==> config.mk <==
export PLATFORM = sky130hd
export DESIGN_NAME = atten_ramp
export DESIGN_NICKNAME = d
export VERILOG_FILES = /design/src/rtl/atr_pkg.sv /design/src/rtl/atr_ramp.sv /design/src/rtl/atr_mute_gate.sv /design/src/rtl/atr_scale.sv /design/src/rtl/atten_ramp.sv
export SDC_FILE = /design/constraint.sdc
export NUM_CORES = 1
export LEC_CHECK = 0
export BUFFER_PORTS_ARGS = -buffer_cell sky130_fd_sc_hd__buf_2
export CORE_AREA = 2 2 101 103
export CTS_CLUSTER_SIZE = 16
export DETAILED_ROUTE_END_ITERATION = 8
export DIE_AREA = 0 0 103 105
export PLACE_DENSITY_LB_ADDON = 0.3
export RECOVER_POWER = 50
export SLEW_MARGIN = 5
export SYNTH_ARGS = -nofsm -noshare
export SYNTH_HDL_FRONTEND = slang
export SYNTH_SLANG_ARGS = --single-unit
==> constraint.sdc <==
create_clock -name clk -period 9.2 [get_ports clk]
set_clock_uncertainty 0.15 [all_clocks]
set_input_delay 1.84 -clock clk [delete_from_list [all_inputs] [get_ports clk]]
set_output_delay 1.84 -clock clk [all_outputs]
set_load 0.05 [all_outputs]
==> src/rtl/atr_pkg.sv <==
package atr_pkg;
  typedef enum logic [1:0] {
    RAMP_HOLD = 2'd0,
    RAMP_UP   = 2'd1,
    RAMP_DOWN = 2'd2
  } ramp_dir_e;
endpackage

==> src/rtl/atr_ramp.sv <==
module atr_ramp #(
  parameter int GW  = 8,
  parameter int DIV = 4
) (
  input  logic          clk,
  input  logic          rst_n,
  input  logic          fs_tick,
  input  logic          att_en,
  input  logic [GW-1:0] att_level,
  input  logic          soft_mute,
  output logic [GW:0]   gain
);
  import atr_pkg::*;

  localparam int GCW  = GW + 1;
  localparam int PW   = (DIV > 2) ? $clog2(DIV) : 1;
  localparam logic [GCW-1:0] FULL = GCW'(1 << GW);
  localparam logic [PW-1:0]  PLAST = PW'(DIV - 1);

  logic [PW-1:0]  pre_q, pre_d;
  logic [GCW-1:0] gain_q, gain_d;
  logic           soft_q;
  logic [GCW-1:0] live_tgt, tgt;
  logic           step_en, soft_rel;
  ramp_dir_e      dir;

  // setpoint without soft mute, and the one the ramp chases
  assign live_tgt = att_en ? {1'b0, att_level} : FULL;
  assign tgt      = soft_mute ? '0 : live_tgt;
  assign step_en  = fs_tick && (pre_q == PLAST);
  assign soft_rel = soft_q && !soft_mute;

  always_comb begin
    if (gain_q < tgt)      dir = RAMP_UP;
    else if (gain_q > tgt) dir = RAMP_DOWN;
    else                   dir = RAMP_HOLD;
  end

  always_comb begin
    pre_d = pre_q;
    if (fs_tick) pre_d = (pre_q == PLAST) ? '0 : pre_q + 1'b1;
  end

  always_comb begin
    gain_d = gain_q;
    if (soft_rel) begin
      gain_d = live_tgt;
    end else if (step_en) begin
      case (dir)
        RAMP_UP:   gain_d = gain_q + 1'b1;
        RAMP_DOWN: gain_d = gain_q - 1'b1;
        default:   gain_d = gain_q;
      endcase
    end
  end

  always_ff @(posedge clk or negedge rst_n) begin
    if (!rst_n) begin
      pre_q  <= '0;
      gain_q <= FULL;
      soft_q <= 1'b0;
    end else begin
      pre_q  <= pre_d;
      gain_q <= gain_d;
      soft_q <= soft_mute;
    end
  end

  assign gain = gain_q;

  // counter moves by at most one count per clock outside a soft release
  a_r3_single_step: assert property (@(posedge clk) disable iff (!rst_n)
    !soft_rel |=> (gain_q == $past(gain_q) || gain_q == $past(gain_q) + 1'b1 ||
                   gain_q == $past(gain_q) - 1'b1));
  // no movement without a divided strobe
  a_r3_hold_between: assert property (@(posedge clk) disable iff (!rst_n)
    (!step_en && !soft_rel) |=> $stable(gain_q));
  // counter never passes unity
  a_r1_range: assert property (@(posedge clk) disable iff (!rst_n)
    gain_q <= FULL);
  // soft mute walks down on each step
  a_r5_soft_down: assert property (@(posedge clk) disable iff (!rst_n)
    (soft_mute && soft_q && step_en && gain_q != '0) |=> gain_q == $past(gain_q) - 1'b1);
  // release lands on the live setpoint
  a_r6_release_jump: assert property (@(posedge clk) disable iff (!rst_n)
    (soft_rel && $stable(att_en) && $stable(att_level)) |=> gain_q == live_tgt);
endmodule

==> src/rtl/atr_mute_gate.sv <==
module atr_mute_gate (
  input  logic clk,
  input  logic rst_n,
  input  logic in_valid,
  input  logic in_left,
  input  logic force_mute,
  input  logic mute_pin,
  input  logic buf_mode,
  input  logic buf_empty,
  output logic mute_now
);
  logic req, frame_start;
  logic mute_q, mute_d;

  assign req         = force_mute || mute_pin || (buf_mode && buf_empty);
  assign frame_start = in_valid && in_left;

  always_comb begin
    mute_d = mute_q;
    if (frame_start) mute_d = req;
  end

  always_ff @(posedge clk or negedge rst_n) begin
    if (!rst_n) mute_q <= 1'b0;
    else        mute_q <= mute_d;
  end

  // the left word itself already follows the fresh request
  assign mute_now = frame_start ? req : mute_q;

  // latch only changes on a left word
  a_r7_pair_hold: assert property (@(posedge clk) disable iff (!rst_n)
    !frame_start |=> $stable(mute_q));
  // dry buffer in buffered mode mutes the pair
  a_r9_dry_buffer: assert property (@(posedge clk) disable iff (!rst_n)
    (frame_start && buf_mode && buf_empty) |=> mute_q);
endmodule

==> src/rtl/atr_scale.sv <==
module atr_scale #(
  parameter int DW = 16,
  parameter int GW = 8
) (
  input  logic          clk,
  input  logic          rst_n,
  input  logic          in_valid,
  input  logic [DW-1:0] in_data,
  input  logic [GW:0]   gain,
  input  logic          mute_now,
  output logic          out_valid,
  output logic [DW-1:0] out_data
);
  localparam int PW = DW + GW + 2;
  localparam logic [GW:0] FULL = (GW+1)'(1 << GW);
  localparam logic signed [PW-1:0] MAXV = PW'((1 << (DW-1)) - 1);
  localparam logic signed [PW-1:0] MINV = -PW'(1 << (DW-1));

  logic signed [PW-1:0] prod, shf;
  logic [DW-1:0] data_d, data_q;
  logic          vld_q;

  assign prod = PW'($signed(in_data)) * $signed({1'b0, gain});
  assign shf  = prod >>> GW;

  always_comb begin
    data_d = data_q;
    if (in_valid) data_d = mute_now ? '0 : shf[DW-1:0];
  end

  always_ff @(posedge clk or negedge rst_n) begin
    if (!rst_n) begin
      data_q <= '0;
      vld_q  <= 1'b0;
    end else begin
      data_q <= data_d;
      vld_q  <= in_valid;
    end
  end

  assign out_data  = data_q;
  assign out_valid = vld_q;

  // scaled value always fits the output word
  a_r2_no_overflow: assert property (@(posedge clk) disable iff (!rst_n)
    in_valid |-> (shf <= MAXV && shf >= MINV));
  // unity gain passes the word unchanged
  a_r1_unity: assert property (@(posedge clk) disable iff (!rst_n)
    (in_valid && !mute_now && gain == FULL) |=> out_data == $past(in_data));
  // muted word leaves as zero
  a_r7_zero_out: assert property (@(posedge clk) disable iff (!rst_n)
    (in_valid && mute_now) |=> out_data == '0);
endmodule

==> src/rtl/atten_ramp.sv <==
module atten_ramp #(
  parameter int DW  = 16,
  parameter int GW  = 8,
  parameter int DIV = 4
) (
  input  logic          clk,
  input  logic          rst_n,
  input  logic          fs_tick,
  input  logic          in_valid,
  input  logic          in_left,
  input  logic [DW-1:0] in_data,
  input  logic          att_en,
  input  logic [GW-1:0] att_level,
  input  logic          soft_mute,
  input  logic          force_mute,
  input  logic          mute_pin,
  input  logic          buf_mode,
  input  logic          buf_empty,
  output logic          out_valid,
  output logic [DW-1:0] out_data
);
  logic [GW:0] gain;
  logic        mute_now;

  atr_ramp #(.GW(GW), .DIV(DIV)) u_ramp (
    .clk(clk), .rst_n(rst_n), .fs_tick(fs_tick), .att_en(att_en),
    .att_level(att_level), .soft_mute(soft_mute), .gain(gain)
  );

  atr_mute_gate u_gate (
    .clk(clk), .rst_n(rst_n), .in_valid(in_valid), .in_left(in_left),
    .force_mute(force_mute), .mute_pin(mute_pin), .buf_mode(buf_mode),
    .buf_empty(buf_empty), .mute_now(mute_now)
  );

  atr_scale #(.DW(DW), .GW(GW)) u_scale (
    .clk(clk), .rst_n(rst_n), .in_valid(in_valid), .in_data(in_data),
    .gain(gain), .mute_now(mute_now), .out_valid(out_valid), .out_data(out_data)
  );

  // nothing leaves without a word going in
  a_r10_valid_follows: assert property (@(posedge clk) disable iff (!rst_n)
    !in_valid |=> !out_valid);
endmodule

==> summary.md, run 1 <==
| Metric | Value |
|---|---|
| Synth warn | `0` |
| Fin crit period | `6880 ps` |
| Antenna Violating Nets Remaining | `0` |
| CP Capture Type | `flop` |
| Crit share post-route | `0.748` |
| Number of distinct library cells after synthesis | `56` |
| Drt initial violations | `270` |
| Setup WS post-layout | `2320 ps` |
| M1 GR Usage | `0.365` |
| IO Port Bufs | `51` |
| Slew HR | `-0.0110` |
| Multi-input gate area | `5100 um^2` |
| Final Wtd Congestion | `0.917` |
| H-tree depth | `2` |
| Max Fclk | `145 MHz` |
| Slew Limit Fails | `31` |
| Largest area contributor in the netlist | `fa_1` |
| Die ar. | `10,800 um^2` |
| CTS buffer count | `5` |
| Share of the synthesized area in the top cell type | `0.355` |
| Later-pin clock latency in the skew report | `280 ps` |
| Sink Count | `30` |
| FF+latch count, synth | `30` |
| Number of global-route vias before repair | `5,499` |
| Placed Instances | `868` |
| Hold Crit Start | `u_scale.out_data[14]` |
| CTS Hold Bufs | `0` |
| Antenna violations before repair | `0` |
| Synth async-reset ratio | `1.00` |
| Most common cell in the netlist | `inv_1` |
| FF-to-FF End | `u_scale.out_data[15]` |
| Fill cell count | `765` |
| WL final | `14,800 um` |
| Crit path max fanout | `9` |
| First-pass GRT wire length | `25,600 um` |
| FF-to-FF Start | `u_ramp.gain[1]` |
| Final Non-Filler Cells | `875` |
| Hold crit path type | `reg2reg` |
| # setup viols final | `0` |
| Cell depth of the worst hold path | `2` |
| WS Path Type | `in2reg` |
| Pin count of the biggest net entering global routing | `31` |
| Clock Tree Buf Depth | `2` |
| Clock Tree Root | `clkbuf_8` |
| Hold path endpoint | `u_scale.out_data[14]` |
| RSZ-0062 raised after global routing | `false` |
| Crit path required time | `9210 ps` |
| Resize count post-CTS | `0` |
| Post-synth EDFFs | `0` |
| Reg2reg setup slack | `3010 ps` |
| First-pass DRT Iterations | `5` |
| Vias/cell | `5.62` |
| Worst EP arrival | `6900 ps` |
| Die H | `105 um` |
| Met3 usage | `0.0375` |
| Startpoint types | `input port` |
| Register area | `752 um^2` |
| Setup bufs post-CTS | `0` |
| TritonCTS clock tree | `built` |
| GRT met2 Usage | `0.559` |
| Post-Syn Instances | `711` |
| Outcome | `finished with violations` |
| Num rows | `36` |
| Pre-CTS WS | `2050 ps` |
| Syn Nets | `928` |
| Ports | `52` |
| Final Hold Vio Count | `0` |
| DRC | `0` |
| WL per Instance | `16.9 um` |
| Post-synthesis sequential area ratio | `0.116` |
| Violated checks | `capacitance limit, slew limit` |
| Tightest Pin Transition | `1520 ps` |
| Die width | `103 um` |
| Clock transition at path regs | `60 ps` |
| # diodes | `0` |
| Initial Util | `0.672` |
| GRT Overall Usage | `0.305` |
| Detailed-route via count | `4,919` |
| Primary FF master, synth | `dfrtp_1` |
| Commonest cells post-synth | `inv_1 (138), fa_1 (115), nand2_1 (96)` |
| Register-to-Register Path Depth | `17` |
| Layout cells sized above 1 | `0.0889` |
| Area growth, synth to finish | `5.97%` |
| Post-synthesis cell area | `6480 um^2` |
| Synth area leaders | `fa_1 (36%), ha_1 (13%), dfrtp_1 (11%)` |
| Core outline area | `9640 um^2` |
| Setup TNS Final | `0 ps` |
| Final net count | `959` |
| MaxCap Viol Count | `1` |
| Gr ovfl total | `0` |
| Gr busiest metal | `met2` |
| Mean Syn Cell Area | `9.11 um^2` |
| Detailed placement HPWL | `12,000 um` |
[state kept, by name (all words and copies together) (netlist names)]
name               cells
u_scale.out_data      16
u_gate.mute_q          1
u_ramp.pre_q           2
u_ramp.soft_q          1
u_ramp.gain            9
u_scale.out_valid      1
[stage by stage]
step / hold slack [ps] / util / area (um^2)
4_1_cts: 342 / 0.713 / 6880
5_1_grt: 369 / 0.712 / 6870
3_3_place_gp: 320 / 0.705 / 6800
2_1_floorplan: 335 / - / 6480
3_5_place_dp: 328 / 0.705 / 6800
6_report: 339 / 0.712 / 6870
[cells in the final DEF, fill, tap and decap left out, types with 3 or more instances in the layout]
cell type / n
mux2i_1: 3
o22ai_1: 3
nor3_1: 7
nand3_1: 3
a32o_1: 3
a21boi_0: 3
nand2_1: 96
xor2_1: 5
dfrtp_1: 29
ha_1: 67
and2_1: 71
o21ai_0: 13
a21o_1: 4
or2_2: 3
nor2b_1: 4
inv_1: 138
mux2_2: 3
xnor2_1: 22
or3_1: 4
nor2_1: 14
a22o_1: 9
buf_2: 44
nand4_1: 3
clkbuf_8: 5
clkbuf_1: 9
o21a_1: 3
a21oi_1: 24
fa_1: 115
[critical path, cell delays in order]
cell	delay, ps
buf_2	180
nand2_1	170
fa_1	580
inv_1	70
fa_1	490
fa_1	520
fa_1	500
inv_1	50
fa_1	530
inv_1	50
ha_1	180
or3_1	340
or4_4	530
o21ai_2	190
nand3_2	130
a31oi_2	230
xnor2_1	100
a22o_1	200
[per-layer routing]
layer	vias to the layer above	wire length, um
met2	135	8190
li1	2268	-
met1	2484	5470
met4	0	393
met3	32	724
met5	-	0
[cells by family after synthesis]
logic type	count (synthesis)	share of synthesized area
adders and majority gates	182	0.485
xor gates and xnor gates	27	0.0365
muxes	6	0.00985
AOI/OAI and AO/OA	82	0.0886
and+or+nand+nor	217	0.167
buffers and inverters	167	0.0969
DFF	30	0.116
[how the worst max path moves through the flow]
| stage | startpoint | endpoint | depth (start not counted) |
|---|---|---|---|
| detailed placement | in_data[15] | u_scale.out_data[15] | 18 |
| global placement | in_data[5] | u_scale.out_data[5] | 17 |
| finish | in_data[15] | u_scale.out_data[15] | 18 |
| CTS | in_data[15] | u_scale.out_data[15] | 18 |
| global route | in_data[15] | u_scale.out_data[15] | 18 |
| floorplan | in_data[15] | u_scale.out_data[12] | 17 |
[cell type report]
| cell class | count | area share |
|---|---|---|
| multi-input cells | 514 | 0.743 |
| flip-flops and latches | 30 | 0.110 |
| inverters | 140 | 0.0765 |
| repair buffers | 51 | 0.0359 |
| well taps | 133 | 0.0242 |
| clock buffers | 7 | 0.0111 |
Power of run 1 is not shown: default switching activity piles up to over one toggle a cycle in this logic, so the estimate is an artifact.
==> run 2, diff against run 1 <==
--- a/config.mk
+++ b/config.mk
@@ -6,10 +6,10 @@
 export NUM_CORES = 1
 export LEC_CHECK = 0
 export BUFFER_PORTS_ARGS = -buffer_cell sky130_fd_sc_hd__buf_2
-export CORE_AREA = 2 2 101 103
+export CORE_AREA = 2 2 110 112
 export CTS_CLUSTER_SIZE = 16
 export DETAILED_ROUTE_END_ITERATION = 8
-export DIE_AREA = 0 0 103 105
+export DIE_AREA = 0 0 112 114
 export PLACE_DENSITY_LB_ADDON = 0.3
 export RECOVER_POWER = 50
 export SLEW_MARGIN = 5
==> constraint.sdc (replaced) <==
create_clock -name clk -period 5.8 [get_ports clk]
set_clock_uncertainty 0.15 [all_clocks]
set_input_delay 1.16 -clock clk [delete_from_list [all_inputs] [get_ports clk]]
set_output_delay 1.16 -clock clk [all_outputs]
set_load 0.05 [all_outputs]
==> summary.md, run 2 (same netlist as run 1, synthesis figures left out) <==
| Metric | Value |
|---|---|
| # setup viols final | `4` |
| Detailed placement HPWL | `13,300 um` |
| Initial Util | `0.553` |
| Tightest Pin Transition | `1540 ps` |
| Worst EP arrival | `5890 ps` |
| Pre-CTS WS | `-481 ps` |
| GRT Overall Usage | `0.271` |
| Setup TNS Final | `-156 ps` |
| Pin count of the biggest net entering global routing | `31` |
| IO Port Bufs | `51` |
| Fill cell count | `967` |
| First-pass GRT wire length | `27,600 um` |
| WL per Instance | `16.9 um` |
| Final Hold Vio Count | `0` |
| Violated checks | `capacitance limit, slew limit, setup timing` |
| Fin crit period | `5870 ps` |
| H-tree depth | `2` |
| Setup WS post-layout | `-70.4 ps` |
| Antenna violations before repair | `0` |
| DRC | `0` |
| Max reg flops | `16` |
| WS Path Type | `in2reg` |
| Hold crit path type | `reg2reg` |
| CTS buffer count | `5` |
| Most Frequent Cell on Critical Path | `fa_1` |
| Die ar. | `12,800 um^2` |
| CP Capture Type | `flop` |
| Crit-path cells | `buf_12 -> and2_4 -> fa_1 -> fa_1 -> fa_1 -> fa_1 -> inv_2 -> fa_1 -> inv_1 -> ha_2 -> or3_1 -> or4_4 -> o21ai_4 -> nand3_4 -> buf_6 -> and3_4 -> o41ai_2` |
| Clock Tree Buf Depth | `2` |
| Clock Tree Root | `clkbuf_16` |
| Crit share post-route | `1.01` |
| Final hold slack | `338 ps` |
| Crit path required time | `5820 ps` |
| MaxCap Viol Count | `1` |
| Most common cell after layout, fill and taps aside | `inv_1` |
| Ports | `52` |
| # diodes | `0` |
| Outcome | `finished with violations` |
| WL final | `16,200 um` |
| RSZ-0062 raised after global routing | `true` |
| Later-pin clock latency in the skew report | `280 ps` |
| First-pass DRT Iterations | `4` |
| Core outline area | `11,700 um^2` |
| TritonCTS clock tree | `built` |
| Sink Count | `30` |
| Die width | `112 um` |
| Num rows | `40` |
| Vias/cell | `5.39` |
| Die H | `114 um` |
| Post-Route Utilization | `0.663` |
| Commonest non-fill, non-tap cells in the layout | `inv_1 (136), fa_1 (107), nand2_1 (92), buf_4 (71), and2_1 (64)` |
| Slowest CP cell | `fa_1` |
| Slew HR | `-0.0246` |
| Number of global-route vias before repair | `5,933` |
| Detailed-route via count | `5,169` |
| Slew Limit Fails | `31` |
| Area growth, synth to finish | `19.7%` |
| Layout cells sized above 1 | `0.222` |
| Antenna Violating Nets Remaining | `0` |
| Startpoint types | `input port` |
| Largest stage delay, worst path | `560 ps` |
| Gr ovfl total | `0` |
| Clock transition at path regs | `50 ps` |
| Max Fclk | `170 MHz` |
| Final Wtd Congestion | `0.889` |
| Crit path max fanout | `7` |
| Final net count | `1,028` |
| Drt initial violations | `224` |
## run 2: changes by cell type in the layout (fill, tap and decap cells not counted), sizes merged
| cell | before | now |
|---|---|---|
| clkbuf | 14 | 10 |
| buf | 44 | 116 |
| clkinv | 2 | 3 |
| clkinvlp | 0 | 1 |
## run 2: area by class of cell
class                      count  area (um^2)  area share
sequential                    30          752      0.0969
clock inverter                 2         12.5     0.00161
tap                          147          184      0.0237
multi-input combinational    514         5280       0.681
clock buffer                   6          139      0.0179
timing repair buffer         120          863       0.111
inverter                     140          526      0.0677
## run 2: timing repair
item                       4_1_cts  5_1_grt
hold buffers                     0        0
buffers inserted                 3        5
setup endpoints to repair       10       13
gates resized for setup         19       38
hold endpoints to repair         0        0
pin swaps                       21       24
## run 2: critical path: cells and delay by family
kind            cells  cell delay [ps]
compound gates      2              460
fa+ha+maj           6             2680
buf+inv             4              320
simple gates        5             1260
## run 2: final timing paths
check / start / to / slack, ps / cells after the start
max: in_data[11] / u_scale.out_data[14] / -70 / 17
min: u_scale.out_data[5] / u_scale.out_data[5] / 340 / 2
max reg2reg: u_ramp.gain[5] / u_scale.out_data[14] / 130 / 16
min reg2reg: u_scale.out_data[5] / u_scale.out_data[5] / 340 / 2
max in group asynchronous: rst_n / u_scale.out_data[14] / 3500 / 1
min in group asynchronous: rst_n / u_scale.out_data[4] / 1100 / 1
## run 2: per-layer routing
| metal | GRT usage | wire (um) |
|---|---|---|
| met1 | 0.322 | 6060 |
| met2 | 0.518 | 8970 |
| met3 | 0.0282 | 846 |
| met4 | 0.0854 | 365 |
| met5 | 0 | 0 |
## run 2: per-stage QoR
step | std cells | instance area [um^2]
floorplan | 711 | 6580
global placement | 943 | 7350
detailed placement | 943 | 7350
CTS | 954 | 7570
global route | 959 | 7760
finish | 959 | 7760
Power of run 2 is left out for the same reason.
==> run 3, diff against run 2 <==
--- a/config.mk
+++ b/config.mk
@@ -5,7 +5,7 @@
 export SDC_FILE = /design/constraint.sdc
 export NUM_CORES = 1
 export LEC_CHECK = 0
-export BUFFER_PORTS_ARGS = -buffer_cell sky130_fd_sc_hd__buf_2
+export BUFFER_PORTS_ARGS = -buffer_cell sky130_fd_sc_hd__buf_4
 export CORE_AREA = 2 2 110 112
 export CTS_CLUSTER_SIZE = 16
 export DETAILED_ROUTE_END_ITERATION = 8
==> summary.md, run 3 (same netlist as run 1, synthesis figures left out) <==
| Metric | Value |
|---|---|
| Startpoint types | `input port` |
| GRT Overall Usage | `0.263` |
| Die ar. | `12,800 um^2` |
| MaxCap Viol Count | `1` |
| Tightest Pin Transition | `1500 ps` |
| Most common cell after layout, fill and taps aside | `inv_1` |
| Num rows | `40` |
| Fin crit period | `5890 ps` |
| DRC | `0` |
| Final Hold Vio Count | `0` |
| Slew Limit Fails | `30` |
| Slew HR | `-0.00239` |
| IO Port Bufs | `51` |
| Commonest non-fill, non-tap cells in the layout | `inv_1 (127), fa_1 (109), buf_4 (99), nand2_1 (84), and2_1 (67)` |
| Fill cell count | `904` |
| Final Non-Filler Cells | `954` |
| # setup viols final | `5` |
| Die H | `114 um` |
| Clock Tree Root | `clkbuf_16` |
| Register area | `752 um^2` |
| TritonCTS clock tree | `built` |
| Gr ovfl total | `0` |
| WS Path Type | `in2reg` |
| Clock transition at path regs | `50 ps` |
| H-tree depth | `2` |
| Max reg flops | `16` |
| Crit path required time | `5810 ps` |
| First-pass GRT wire length | `26,800 um` |
| Max Fclk | `170 MHz` |
| # diodes | `0` |
| Violated checks | `capacitance limit, slew limit, setup timing` |
| Die width | `112 um` |
| CTS Hold Bufs | `0` |
| Setup WS post-layout | `-93.2 ps` |
| Detailed placement HPWL | `12,900 um` |
| Final net count | `1,023` |
| Final Wtd Congestion | `0.908` |
| Initial Util | `0.553` |
| Sink Count | `30` |
| Pin count of the biggest net entering global routing | `31` |
| Drt initial violations | `230` |
| Antenna Violating Nets Remaining | `0` |
| Multi-input gate area | `5410 um^2` |
| Area growth, synth to finish | `23.7%` |
| Crit share post-route | `1.02` |
| Outcome | `finished with violations` |
| WL final | `16,100 um` |
| RSZ-0062 raised after global routing | `true` |
| Layout cells sized above 1 | `0.244` |
| Crit path max fanout | `8` |
| Worst EP arrival | `5900 ps` |
| Final hold slack | `341 ps` |
| CTS buffer count | `5` |
| Detailed-route via count | `5,175` |
| Placed Instances | `938` |
| Number of global-route vias before repair | `5,694` |
| Antenna violations before repair | `0` |
| WL per Instance | `16.8 um` |
| Core outline area | `11,700 um^2` |
| Hold crit path type | `reg2reg` |
| Vias/cell | `5.42` |
| First-pass DRT Iterations | `4` |
| CP Capture Type | `flop` |
| Post-Route Utilization | `0.684` |
| Later-pin clock latency in the skew report | `270 ps` |
| Ports | `52` |
| Clock Tree Buf Depth | `2` |
## run 3: cell count changes in the layout (fill, tap and decap cells not counted), moves of 4 or more
cell and delta:
buf_2 -36, buf_4 +28, inv_1 -9, inv_2 +9, nand2_1 -8, buf_8 +4
nand2_2 +4, nand2_4 +4
## run 3: per-stage QoR
step                      cell area (um^2)  worst slack [ps]  TNS [ps]
after floorplan                       6580              -179      -474
after global placement                7450              -363     -3180
after detailed placement              7450              -418     -4140
after CTS                             7670             -37.1      -101
after global routing                  8010              -214     -1220
final                                 8010             -93.2      -293
## run 3: per-layer routing
metal,part of all wire,global-route usage,up-vias
met5,0,0,-
met4,0.016,0.0488,0
met3,0.029,0.0239,30
met2,0.56,0.520,109
met1,0.40,0.314,2628
li1,-,-,2408
## run 3: final cells by class
class | instances | share of cell area
multi-input cells | 514 | 0.676
flip-flops and latches | 30 | 0.0938
clock inverters | 3 | 0.00500
repair buffers | 115 | 0.121
well taps | 147 | 0.0230
clock buffers | 5 | 0.0156
inverters | 140 | 0.0656
## run 3: final timing paths
| check | from | endpoint | slack, ps | cells past startpoint |
|---|---|---|---|---|
| worst max-delay path | in_data[6] | u_scale.out_data[10] | -90 | 19 |
| worst min-delay path | u_scale.out_data[9] | u_scale.out_data[9] | 340 | 1 |
| worst max register to register | u_ramp.gain[4] | u_scale.out_data[10] | 120 | 18 |
| worst min register to register | u_scale.out_data[9] | u_scale.out_data[9] | 340 | 1 |
| max in group asynchronous | rst_n | u_scale.out_data[15] | 3530 | 1 |
| min in group asynchronous | rst_n | u_scale.out_data[7] | 1090 | 1 |
## run 3: repair_timing
item	CTS	global route
buffers inserted	1	7
setup endpoints to repair	8	14
cloned	0	0
pin swaps	15	49
resized for setup	15	70
## run 3: critical path, cell delays in order
cell and delay [ps]:
buf_12 100, nand2_4 50, fa_1 540, inv_1 50, fa_1 460, fa_1 550, fa_1 550, inv_2 40
fa_1 540, inv_2 50, ha_4 210, a21oi_2 140, nor2_2 70, or4_4 550, buf_4 160, a2bb2oi_4 170
a21oi_2 210, xnor2_2 100, a22o_1 180
Power of run 3 is left out for the same reason.
